## src/rtl/rxo_pkg.sv

```systemverilog
package rxo_pkg;

  typedef enum logic [1:0] {
    ST_HUNT  = 2'd0,
    ST_START = 2'd1,
    ST_DATA  = 2'd2,
    ST_STOP  = 2'd3
  } rx_state_e;

  // two-of-three vote on the mid-bit samples
  function automatic logic vote3(input logic a, input logic b, input logic c);
    return (a & b) | (a & c) | (b & c);
  endfunction

  // true when the three samples are not all equal
  function automatic logic split3(input logic a, input logic b, input logic c);
    return (a != b) || (b != c);
  endfunction

  // ticks in one frame: start + data + stop
  function automatic int unsigned frame_ticks(input int unsigned osr, input int unsigned bits);
    return osr * (bits + 2);
  endfunction

endpackage

```

## src/rtl/rxo_sync.sv

```systemverilog
module rxo_sync #(
  parameter int STAGES = 2
) (
  input  logic clk,
  input  logic rst_n,
  input  logic d_i,
  output logic q_o
);
  logic [STAGES-1:0] chain;

  always_ff @(posedge clk or negedge rst_n) begin
    if (!rst_n) chain <= '1;
    else        chain <= {chain[STAGES-2:0], d_i};
  end

  assign q_o = chain[STAGES-1];
endmodule

```

## src/rtl/rxo_tick.sv

```systemverilog
module rxo_tick #(
  parameter int DIV_W  = 16,
  parameter int FRAC_W = 4
) (
  input  logic             clk,
  input  logic             rst_n,
  input  logic             en_i,
  input  logic [DIV_W-1:0] div_i,
  output logic             tick_o
);
  localparam int ACC_W = DIV_W + 1;
  localparam logic [ACC_W-1:0] STEP = ACC_W'(1) << FRAC_W;

  // divisor floor: one tick per clock at most
  function automatic logic [ACC_W-1:0] eff_div(input logic [DIV_W-1:0] d);
    logic [ACC_W-1:0] w;
    w = {1'b0, d};
    return (w < STEP) ? STEP : w;
  endfunction

  logic [ACC_W-1:0] acc, nxt, lim;

  always_comb begin
    lim = eff_div(div_i);
    nxt = acc + STEP;
  end

  always_ff @(posedge clk or negedge rst_n) begin
    if (!rst_n) begin
      acc    <= '0;
      tick_o <= 1'b0;
    end else if (!en_i) begin
      acc    <= '0;
      tick_o <= 1'b0;
    end else if (nxt >= lim) begin
      acc    <= nxt - lim;
      tick_o <= 1'b1;
    end else begin
      acc    <= nxt;
      tick_o <= 1'b0;
    end
  end
endmodule

```

## src/rtl/rxo_frame.sv

```systemverilog
module rxo_frame
  import rxo_pkg::*;
#(
  parameter int OSR  = 16,
  parameter int WMAX = 9
) (
  input  logic            clk,
  input  logic            rst_n,
  input  logic            en_i,
  input  logic            tick_i,
  input  logic            rx_i,
  input  logic            nine_i,
  output logic            done_o,
  output logic [WMAX-1:0] word_o,
  output logic            ferr_o,
  output logic            noise_o,
  output rx_state_e       state_o
);
  localparam int CNT_W = $clog2(OSR);
  localparam int IDX_W = $clog2(WMAX);
  localparam logic [CNT_W-1:0] S_LO  = CNT_W'(OSR/2 - 1);
  localparam logic [CNT_W-1:0] S_MID = CNT_W'(OSR/2);
  localparam logic [CNT_W-1:0] S_HI  = CNT_W'(OSR/2 + 1);
  localparam logic [CNT_W-1:0] S_END = CNT_W'(OSR - 1);
  localparam logic [IDX_W-1:0] LAST_LONG  = IDX_W'(WMAX - 1);
  localparam logic [IDX_W-1:0] LAST_SHORT = IDX_W'(WMAX - 2);

  rx_state_e        st;
  logic [CNT_W-1:0] cnt;
  logic [IDX_W-1:0] idx;
  logic [WMAX-1:0]  sh;
  logic             s_lo, s_mid, nine, noisy;
  logic             vote, split;
  logic [IDX_W-1:0] last_idx;

  always_comb begin
    vote     = vote3(s_lo, s_mid, rx_i);
    split    = split3(s_lo, s_mid, rx_i);
    last_idx = nine ? LAST_LONG : LAST_SHORT;
  end

  always_ff @(posedge clk or negedge rst_n) begin
    if (!rst_n) begin
      st      <= ST_HUNT;
      cnt     <= '0;
      idx     <= '0;
      sh      <= '0;
      s_lo    <= 1'b1;
      s_mid   <= 1'b1;
      nine    <= 1'b0;
      noisy   <= 1'b0;
      done_o  <= 1'b0;
      word_o  <= '0;
      ferr_o  <= 1'b0;
      noise_o <= 1'b0;
    end else begin
      done_o <= 1'b0;
      if (!en_i) begin
        st  <= ST_HUNT;
        cnt <= '0;
      end else if (tick_i) begin
        if (st == ST_HUNT) begin
          if (!rx_i) begin
            st    <= ST_START;
            cnt   <= CNT_W'(1);
            noisy <= 1'b0;
            nine  <= nine_i;
          end
        end else begin
          cnt <= cnt + 1'b1;
          if (cnt == S_LO)  s_lo  <= rx_i;
          if (cnt == S_MID) s_mid <= rx_i;
          if (cnt == S_HI) begin
            unique case (st)
              ST_START: begin
                if (vote) st <= ST_HUNT;
                else      noisy <= noisy | split;
              end
              ST_DATA: begin
                sh    <= {vote, sh[WMAX-1:1]};
                noisy <= noisy | split;
              end
              ST_STOP: begin
                st      <= ST_HUNT;
                done_o  <= 1'b1;
                ferr_o  <= ~vote;
                noise_o <= noisy | split;
                word_o  <= nine ? sh : {1'b0, sh[WMAX-1:1]};
              end
              default: st <= ST_HUNT;
            endcase
          end
          if (cnt == S_END) begin
            if (st == ST_START) begin
              st  <= ST_DATA;
              idx <= '0;
            end else if (st == ST_DATA) begin
              if (idx == last_idx) st <= ST_STOP;
              else                 idx <= idx + 1'b1;
            end
          end
        end
      end
    end
  end

  assign state_o = st;
endmodule

```

## src/rtl/rxo_idle.sv

```systemverilog
module rxo_idle
  import rxo_pkg::*;
#(
  parameter int OSR  = 16,
  parameter int WMAX = 9
) (
  input  logic clk,
  input  logic rst_n,
  input  logic en_i,
  input  logic tick_i,
  input  logic hunt_i,
  input  logic rx_i,
  input  logic nine_i,
  input  logic frame_done_i,
  output logic idle_hit_o
);
  localparam int LIM_MAX = frame_ticks(OSR, WMAX);
  localparam int CW      = $clog2(LIM_MAX + 1);

  logic [CW-1:0] run, lim;
  logic          armed;

  always_comb lim = CW'(frame_ticks(OSR, nine_i ? WMAX : WMAX - 1));

  always_ff @(posedge clk or negedge rst_n) begin
    if (!rst_n) begin
      run        <= '0;
      armed      <= 1'b0;
      idle_hit_o <= 1'b0;
    end else begin
      idle_hit_o <= 1'b0;
      if (frame_done_i) begin
        armed <= 1'b1;
        run   <= '0;
      end else if (!en_i || !hunt_i || !rx_i) begin
        run <= '0;
      end else if (tick_i && armed) begin
        if (run == lim - 1'b1) begin
          idle_hit_o <= 1'b1;
          armed      <= 1'b0;
          run        <= '0;
        end else begin
          run <= run + 1'b1;
        end
      end
    end
  end
endmodule

```

## src/rtl/uart_os_rx.sv

```systemverilog
module uart_os_rx
  import rxo_pkg::*;
#(
  parameter int DIV_W  = 16,
  parameter int FRAC_W = 4,
  parameter int OSR    = 16,
  parameter int WMAX   = 9,
  parameter int SYNC_N = 2
) (
  input  logic             clk,
  input  logic             rst_n,
  input  logic             rx_i,
  input  logic             en_i,
  input  logic             wlen9_i,
  input  logic [DIV_W-1:0] div_i,
  input  logic             rd_i,
  output logic [WMAX-1:0]  data_o,
  output logic             ready_o,
  output logic             ovr_o,
  output logic             noise_o,
  output logic             ferr_o,
  output logic             idle_o
);
  logic            rx_s;
  logic            os_tick;
  logic            frame_done;
  logic [WMAX-1:0] frame_word;
  logic            frame_ferr, frame_noise;
  logic            idle_hit;
  rx_state_e       rx_state;
  logic            hunting;

  rxo_sync #(.STAGES(SYNC_N)) u_sync (
    .clk(clk), .rst_n(rst_n), .d_i(rx_i), .q_o(rx_s)
  );

  rxo_tick #(.DIV_W(DIV_W), .FRAC_W(FRAC_W)) u_tick (
    .clk(clk), .rst_n(rst_n), .en_i(en_i), .div_i(div_i), .tick_o(os_tick)
  );

  rxo_frame #(.OSR(OSR), .WMAX(WMAX)) u_frame (
    .clk(clk), .rst_n(rst_n), .en_i(en_i), .tick_i(os_tick), .rx_i(rx_s),
    .nine_i(wlen9_i), .done_o(frame_done), .word_o(frame_word),
    .ferr_o(frame_ferr), .noise_o(frame_noise), .state_o(rx_state)
  );

  assign hunting = (rx_state == ST_HUNT);

  rxo_idle #(.OSR(OSR), .WMAX(WMAX)) u_idle (
    .clk(clk), .rst_n(rst_n), .en_i(en_i), .tick_i(os_tick), .hunt_i(hunting),
    .rx_i(rx_s), .nine_i(wlen9_i), .frame_done_i(frame_done),
    .idle_hit_o(idle_hit)
  );

  // holding register and status flags
  always_ff @(posedge clk or negedge rst_n) begin
    if (!rst_n) begin
      data_o  <= '0;
      ready_o <= 1'b0;
      ovr_o   <= 1'b0;
      noise_o <= 1'b0;
      ferr_o  <= 1'b0;
      idle_o  <= 1'b0;
    end else begin
      if (rd_i) begin
        ready_o <= 1'b0;
        ovr_o   <= 1'b0;
        noise_o <= 1'b0;
        ferr_o  <= 1'b0;
        idle_o  <= 1'b0;
      end
      if (frame_done) begin
        if (ready_o && !rd_i) begin
          ovr_o <= 1'b1;
        end else begin
          data_o  <= frame_word;
          ready_o <= 1'b1;
          noise_o <= frame_noise;
          ferr_o  <= frame_ferr;
        end
      end
      if (idle_hit) idle_o <= 1'b1;
    end
  end
endmodule

```

## config.mk

```make
export PLATFORM = sky130hd
export DESIGN_NAME = uart_os_rx
export DESIGN_NICKNAME = d
export VERILOG_FILES = /design/src/rtl/rxo_pkg.sv /design/src/rtl/rxo_sync.sv /design/src/rtl/rxo_tick.sv /design/src/rtl/rxo_frame.sv /design/src/rtl/rxo_idle.sv /design/src/rtl/uart_os_rx.sv
export SDC_FILE = /design/constraint.sdc
export NUM_CORES = 1
export LEC_CHECK = 0
export CAP_MARGIN = 15
export CORE_UTILIZATION = 63
export DETAILED_ROUTE_END_ITERATION = 6
export DONT_BUFFER_PORTS = 1
export PLACE_DENSITY = 0.83
export SLEW_MARGIN = 20
export SYNTH_ARGS = -nofsm -noshare
export SYNTH_HDL_FRONTEND = slang
export SYNTH_SLANG_ARGS = --single-unit
export TNS_END_PERCENT = 30
```

## constraint.sdc

```tcl
create_clock -name clk -period 4.86 [get_ports clk]
set_clock_uncertainty 0.2 [all_clocks]
set_input_delay 0.972 -clock clk [delete_from_list [all_inputs] [get_ports clk]]
set_output_delay 0.972 -clock clk [all_outputs]
set_load 0.05 [all_outputs]
```

Word-level counts from Yosys, hierarchy flattened
Cells that the tools add are included.
{"block": "totals", "regBits": 79, "in_bits": 22, "output_inout_bits": 14, "elab_cells": 149}
{"block": "classes", "add_sub_neg": 7, "magnitude_cmp": 2, "eq_ne": 17, "muxes": 62, "bitwise": 10, "reduce_logical": 27}
{"op": "$mux 1", "count": 34}
{"op": "$mux 17", "count": 2}
{"op": "$mux 4", "count": 8}
{"op": "$mux 8", "count": 4}
{"op": "$mux 2", "count": 10}
{"op": "$add 17x5->17 const B", "count": 1}
{"op": "$ge 17x17->1", "count": 1}
{"op": "$sub 17x17->17", "count": 1}
{"op": "$lt 16x5->1 const B", "count": 1}
{"op": "$mux 16", "count": 1}
{"op": "$eq 4x4->1 const B", "count": 3}
{"op": "$reduce_and 4->1", "count": 3}
{"op": "$reduce_and 6->1", "count": 2}
{"op": "$reduce_and 5->1", "count": 2}
{"op": "$reduce_bool 2->1", "count": 5}
{"op": "$mux 9", "count": 1}
{"op": "$add 4x1->4 const B", "count": 2}
{"op": "$add 8x1->8 const B", "count": 1}
{"op": "$eq 8x8->1", "count": 1}
{"op": "$sub 8x1->8 const B", "count": 1}
{"op": "$reduce_bool 3->1", "count": 2}
{"op": "$add 4x2->4 const B", "count": 1}
{"op": "$eq 2x2->1 const B", "count": 2}
{"op": "$eq 4x3->1 const B", "count": 1}
{"op": "other kinds (18)", "count": 35}

Longest topological paths before layout
Gate-level depths: netlist (run 1).
{"block": "logic_depth", "ltp_word": 13, "mapped_depth": 15, "ltp_nobuf": 13}

Modules after synthesis
Synthesis (run 1) repeated with hierarchy kept, for this count alone.
{"block": "hier_totals", "cells_unflattened": 515, "area_unflattened_um2": 5022.3}
{"mod": "rxo_tick", "instances": 1, "cells_each": 245, "area_per_inst_um2": 2000.7}
{"mod": "rxo_frame", "instances": 1, "cells_each": 180, "area_per_inst_um2": 1865.5}
{"mod": "uart_os_rx", "instances": 1, "cells_each": 35, "area_per_inst_um2": 580.6}
{"mod": "rxo_idle", "instances": 1, "cells_each": 53, "area_per_inst_um2": 523.0}
{"mod": "rxo_sync", "instances": 1, "cells_each": 2, "area_per_inst_um2": 52.6}

Worst setup path after synthesis (run 1)
No wires, ideal clock.
{"block": "synth_timing", "path_kind": "input-to-reg", "startpoint": "input port div_i[12]", "endpoint": "register u_tick.acc[10]", "t_arrival_ns": 3.358, "required_ns": 4.528, "path_slack_ns": 1.170, "path_stages": 13, "path_buffers": 2, "path_cell_list": "nor4_1 > nand3_1 > nand2_1 > ha_1 > a21o_1 > a21oi_2 > a21boi_1 > o41a_1 > a211oi_2 > buf_6 > buf_12 > mux2i_1 > nor2_1"}
{"block": "synth_via", "elab_chain_len": 5, "word_cells_on_any_way": 6}
{"element": "from (decl)", "line_no": "uart_os_rx.sv:15", "rtl": "input logic [DIV_W-1:0] div_i,"}
{"element": "$lt 16x5->1", "line_no": "rxo_tick.sv:18", "rtl": "return (w < STEP) ? STEP : w;"}
{"element": "$mux 16 *", "line_no": "rxo_tick.sv:18"}
{"element": "$sub 17x17->17 or $ge 17x17->1 (tied branches)", "line_no": "rxo_tick.sv:36, rxo_tick.sv:35"}
{"element": "$mux 17 *", "line_no": "rxo_tick.sv:35", "rtl": "end else if (nxt >= lim) begin"}
{"element": "$mux 17 *", "line_no": "rxo_tick.sv:32", "rtl": "end else if (!en_i) begin"}
{"element": "to (signal assigned)", "line_no": "rxo_tick.sv:36", "rtl": "acc <= nxt - lim;"}
{"element": "to (signal assigned)", "line_no": "rxo_tick.sv:39", "rtl": "acc <= nxt;"}
{"element": "to (decl)", "line_no": "rxo_tick.sv:21", "rtl": "logic [ACC_W-1:0] acc, nxt, lim;"}
Mark *: on every way between the ends. The rest lies on a longest branch, timed or not.
A chain may end at the register's enable or synchronous reset.

Worst setup path in the final report (run 1)
{"block": "layout_timing", "startpoint": "input port div_i[15]", "endpoint": "register u_tick.acc[3]"}
Same word-level chain as after synthesis.

==> impl_metrics.toml, run 1 <==
[clock_tree]
cts_buffers = 9
clock-sinks = 79
cts.clk_slew.worst_paths_ns = 0.09
cts_tree = "yes"
cts-root-buf = "clkbuf_8"
post-cts-setup-buffers = 0
cts_resized = 0
clk-insertion-delay-late_ns = 0.35
clk_path_buf_depth = 2
cts_hold_buf = 0
h-tree-depth = 3

[timing]
drv_slew = 0
worst_pin_slew_ns = 0.722
fin_crit_sh = 0.849
hold_viol_final = 0
layout_min_cycle_time_ns = 4.13
rsz0062_at_grt = "false"
fin_ws_ns = 0.734
finalSetupTns_ns = 0
maxSlewHeadroom = 0.518
setup_violations = 0
fmax_mhz = 242

[logic_synthesis]
synth_cells = 491
synth_warnings = 0
yosysSeqAreaShare = 0.426
syn-num-nets = 544
synth-edff-count = 0
synthArstFlopShare = 1.00
postSynthAreaPerCell_sq_um = 9.47
synthFlopType = "dfrtp_1"
synth_cell_types = 53
synth_seq_cells = 79
netlist_area_sq_um = 4650

[layout]
layout_commonest_cell = "dfrtp_1"
num-fill-cells = 493
fin_nets = 544
layout.cells.non_filler = 592
utilization = 0.716
most-common-layout-cells = "dfrtp_1 (75), nor2_1 (50), nand2_1 (47), o21ai_0 (33), ha_1 (30)"
drive_above_1_share = 0.0968
antenna_cells = 0
area_growth_syn_to_layout_pct = 6.89

[critical_path]
endpoint_kind = "flop"
r2r_slack_ns = 1.10
worstSetupStartpointType = "input port"
path_class = "in2reg"
critPathRequiredTime_ns = 4.87
cp_max_fo = 15
cp_data_arrival_time_ns = 4.14

[global_routing]
grt_pass1_wl_mm = 16.2
grt_max_degree = 80
grt-ovfl-total = 0
antenna_found_initial = 0
groute.usage.overall = 0.274
grt_pass1_vias = 3479

[detailed_routing]
routed_wl_mm = 9.51
first_pass_iters = 5
post_drt_wl_per_cell_microns = 16.1
vias_per_cell = 6.14
drc = 0
via_count = 3637
antenna_left = 0
first_iter_violations = 160

[worst_hold_path]
hold_path_class = "in2async"

[place]
placedCellCount = 576
port_buffers = 0
place_ws_ns = 0.438
dp_hpwl_mm = 6.81
gp_congestion = 0.895

[status]
status = "finished clean"

[job]
drv_cap = 0

[power]
total_power_mw = 2.25
peakVddDrop_uv = 277
p_leak_nw = 2.44
p_per_area_nw_per_um2 = 452

[floorplan]
ioPinCount = 36
die_height_microns = 87.9
die_w_microns = 87.9
die_area_sq_um = 7730
rows = 30
core_sq_um = 6940
initial_utilization = 0.670
## power breakdown
group          total (mW)  leakage [nW]  switching (mW)  internal (mW)
sequential          0.805          1.08          0.0827          0.722
clock               0.593         0.121           0.247          0.346
combinational       0.848          1.25           0.472          0.376
total                2.25          2.44           0.801           1.44
## synthesized netlist by cell type (7+ instances only)
library cell,instances,area share
dfrtp_1,75,0.40
nor2_1,50,0.040
nand2_1,47,0.038
o21ai_0,33,0.036
ha_1,30,0.081
inv_1,29,0.023
nand3_1,24,0.026
a21oi_1,21,0.023
mux2i_1,21,0.045
mux2_2,20,0.048
nor3_1,15,0.016
xnor2_1,15,0.028
and3_1,9,0.012
xor2_1,9,0.017
clkbuf_1,8,0.0065
a21o_1,7,0.011
## registers in the layout, indices dropped and copies added, names as in the netlist, 2 cells and up
signal,cells
u_frame.idx,4
u_frame.cnt,4
u_frame.word_o,9
u_tick.acc,17
u_frame.sh,9
u_frame.state_o,2
u_idle.run,8
data_o,9
u_sync.chain,2
## metrics by stage
stage	hold slack, ns	area (sq um)
2_1_floorplan	0.145	4650
3_3_place_gp	0.146	4720
3_5_place_dp	0.153	4720
4_1_cts	0.0871	4960
5_1_grt	0.0686	4970
6_report	0.101	4970
## area by class of cell
cell class / instances / area [sq um] / area share
sequential: 79 / 1980 / 0.399
multi-input combinational: 371 / 2500 / 0.502
tap: 96 / 120 / 0.0242
inverter: 29 / 109 / 0.0219
timing repair buffer: 1 / 20.0 / 0.00403
clock inverter: 6 / 116 / 0.0234
clock buffer: 10 / 128 / 0.0257
## final timing paths
path | cells past startpoint | startpoint | to
setup / recovery | 12 | div_i[15] | u_tick.acc[3]
hold / removal | 0 | rst_n | data_o[4]
setup reg to reg | 13 | u_tick.acc[4] | u_tick.acc[3]
hold reg to reg | 0 | u_sync.chain[0] | u_sync.chain[1]
max in group asynchronous | 0 | rst_n | u_sync.chain[0]
min in group clk | 0 | u_sync.chain[0] | u_sync.chain[1]
## cells by family after synthesis
logic type / synth area share
muxes: 0.0936
DFF: 0.426
xor gates and xnor gates: 0.0452
AOI/OAI and AO/OA: 0.130
and+or+nand+nor: 0.182
adders and majority gates: 0.0850
buffers and inverters: 0.0385
## worst max-delay path: stages
cell and delay [ns]:
nor4_1 0.54, nand3_1 0.28, nand2_1 0.15, ha_1 0.28, a21o_1 0.22, a21oi_2 0.15, a21boi_1 0.10, o41a_1 0.39
a211oi_2 0.53, buf_12 0.23, mux2i_1 0.22, nor2_1 0.06
## routing by layer
layer  track usage  vias up  share of wire
li1              -     1730              -
met1         0.353     1775           0.45
met2         0.433      112           0.48
met3        0.0792       20          0.048
met4         0.116        0          0.022
met5             0        -              0
Power figures use the tool's default switching activity.
==> run 2, diff against run 1 <==
==> constraint.sdc (replaced) <==
create_clock -name clk -period 3.9 [get_ports clk]
set_clock_uncertainty 0.2 [all_clocks]
set_input_delay 0.78 -clock clk [delete_from_list [all_inputs] [get_ports clk]]
set_output_delay 0.78 -clock clk [all_outputs]
set_load 0.05 [all_outputs]
==> impl_metrics.toml, run 2 (synthesis gave the netlist of run 1 again) <==
[status]
status = "finished clean"

[detailed_routing]
routed_wl_mm = 8.87
first_pass_iters = 4
vias_per_cell = 5.87
first_iter_violations = 201
post_drt_wl_per_cell_microns = 14.9
via_count = 3494
drc = 0
antenna_left = 0

[place]
place_ws_ns = 0.134
dp_hpwl_mm = 6.53
port_buffers = 0
placed_cell_area_sq_um = 4740
gp_congestion = 0.861

[timing]
drv_slew = 0
maxSlewHeadroom = 0.518
fmax_mhz = 288
rsz0062_at_grt = "false"
setup_violations = 0
finalSetupTns_ns = 0
fin_crit_sh = 0.890
hold_viol_final = 0
fin_ws_ns = 0.430
layout_min_cycle_time_ns = 3.47
worst_pin_slew_ns = 0.722

[critical_path]
critPathRequiredTime_ns = 3.93
path_class = "reg2reg"
endpoint_kind = "flop"
worstSetupStartpointType = "flop"
cp_data_arrival_time_ns = 3.50
cp_max_fo = 6

[floorplan]
rows = 30
initial_utilization = 0.670
ioPinCount = 36
core_sq_um = 6940
die_w_microns = 87.9
die_height_microns = 87.9
die_area_sq_um = 7730

[global_routing]
antenna_found_initial = 0
groute.usage.overall = 0.254
grt_max_degree = 76
grt_pass1_wl_mm = 15.2
grt_pass1_vias = 3390
grt-ovfl-total = 0

[layout]
largest_register_ffs = 17
area_growth_syn_to_layout_pct = 7.32
largest-register = "u_tick.acc"
layout_commonest_cell = "dfrtp_1"
drive_above_1_share = 0.102
stdcell_area_sq_um = 4990
antenna_cells = 0
most-common-layout-cells = "dfrtp_1 (75), nor2_1 (50), nand2_1 (47), o21ai_0 (33), ha_1 (30)"
fin_nets = 547

[clock_tree]
cts-root-buf = "clkbuf_8"
clock-sinks = 79
cts_hold_buf = 1
clk-insertion-delay-late_ns = 0.34
h-tree-depth = 3
clk_path_buf_depth = 2
cts_tree = "yes"
post-cts-setup-buffers = 0
cts_buffers = 9
cts_resized = 0
cts.clk_slew.worst_paths_ns = 0.09

[power]
p_per_area_nw_per_um2 = 547
p_leak_nw = 2.45
peakVddDrop_uv = 330

[job]
drv_cap = 0

[worst_hold_path]
hold_path_class = "in2async"
-- run 2: layout make-up --
cell class              count  area (sq um)
multi-input cells         371          2500
clock buffers              10           128
fillers                   501          1950
clock inverters             6          93.8
flip-flops and latches     79          1980
inverters                  29           109
repair buffers              4          62.6
well taps                  96           120
-- run 2: power breakdown --
group,switching [mW],internal [mW]
Combinational,0.587,0.481
Sequential,0.100,0.900
Clock,0.296,0.365
Total,0.983,1.75
-- run 2: final timing paths --
kind,from,to,slack [ns],depth (start not counted)
min reg2reg,u_sync.chain[0],u_sync.chain[1],0.16,0
min,rst_n,u_frame.s_lo,0.08,0
max,u_tick.acc[4],u_tick.acc[13],0.43,13
max in group asynchronous,rst_n,u_frame.idx[2],3.09,1
max reg2reg,u_tick.acc[4],u_tick.acc[13],0.43,13
min in group clk,u_sync.chain[0],u_sync.chain[1],0.16,0
-- run 2: critical path, cell delays in order, from the launching register on --
cell      delay, ns
dfrtp_1        0.40
ha_1           0.23
and3_1         0.30
nand3_1        0.12
xnor2_1        0.26
ha_1           0.35
a21o_1         0.22
a21oi_1        0.17
o21bai_1       0.10
a22o_1         0.22
a211oi_2       0.27
buf_4          0.21
a311oi_1       0.05
a31o_2         0.24
-- run 2: metrics by stage --
stage / utilization / std cells / power (mW) / hold slack [ns]
2_1_floorplan: - / 491 / 1.87 / 0.145
3_3_place_gp: 0.682 / 578 / 2.03 / 0.146
3_5_place_dp: 0.682 / 578 / 2.05 / 0.153
4_1_cts: 0.718 / 595 / 2.73 / 0.0624
5_1_grt: 0.719 / 595 / 2.91 / 0.0534
6_report: 0.719 / 595 / 2.73 / 0.0776
-- run 2: per-layer routing --
| layer | vias up | routed length [microns] | GRT usage |
|---|---|---|---|
| met5 | - | 0 | 0 |
| met1 | 1659 | 4250 | 0.354 |
| li1 | 1747 | - | - |
| met3 | 6 | 405 | 0.0547 |
| met4 | 0 | 62 | 0.0641 |
| met2 | 82 | 4160 | 0.407 |
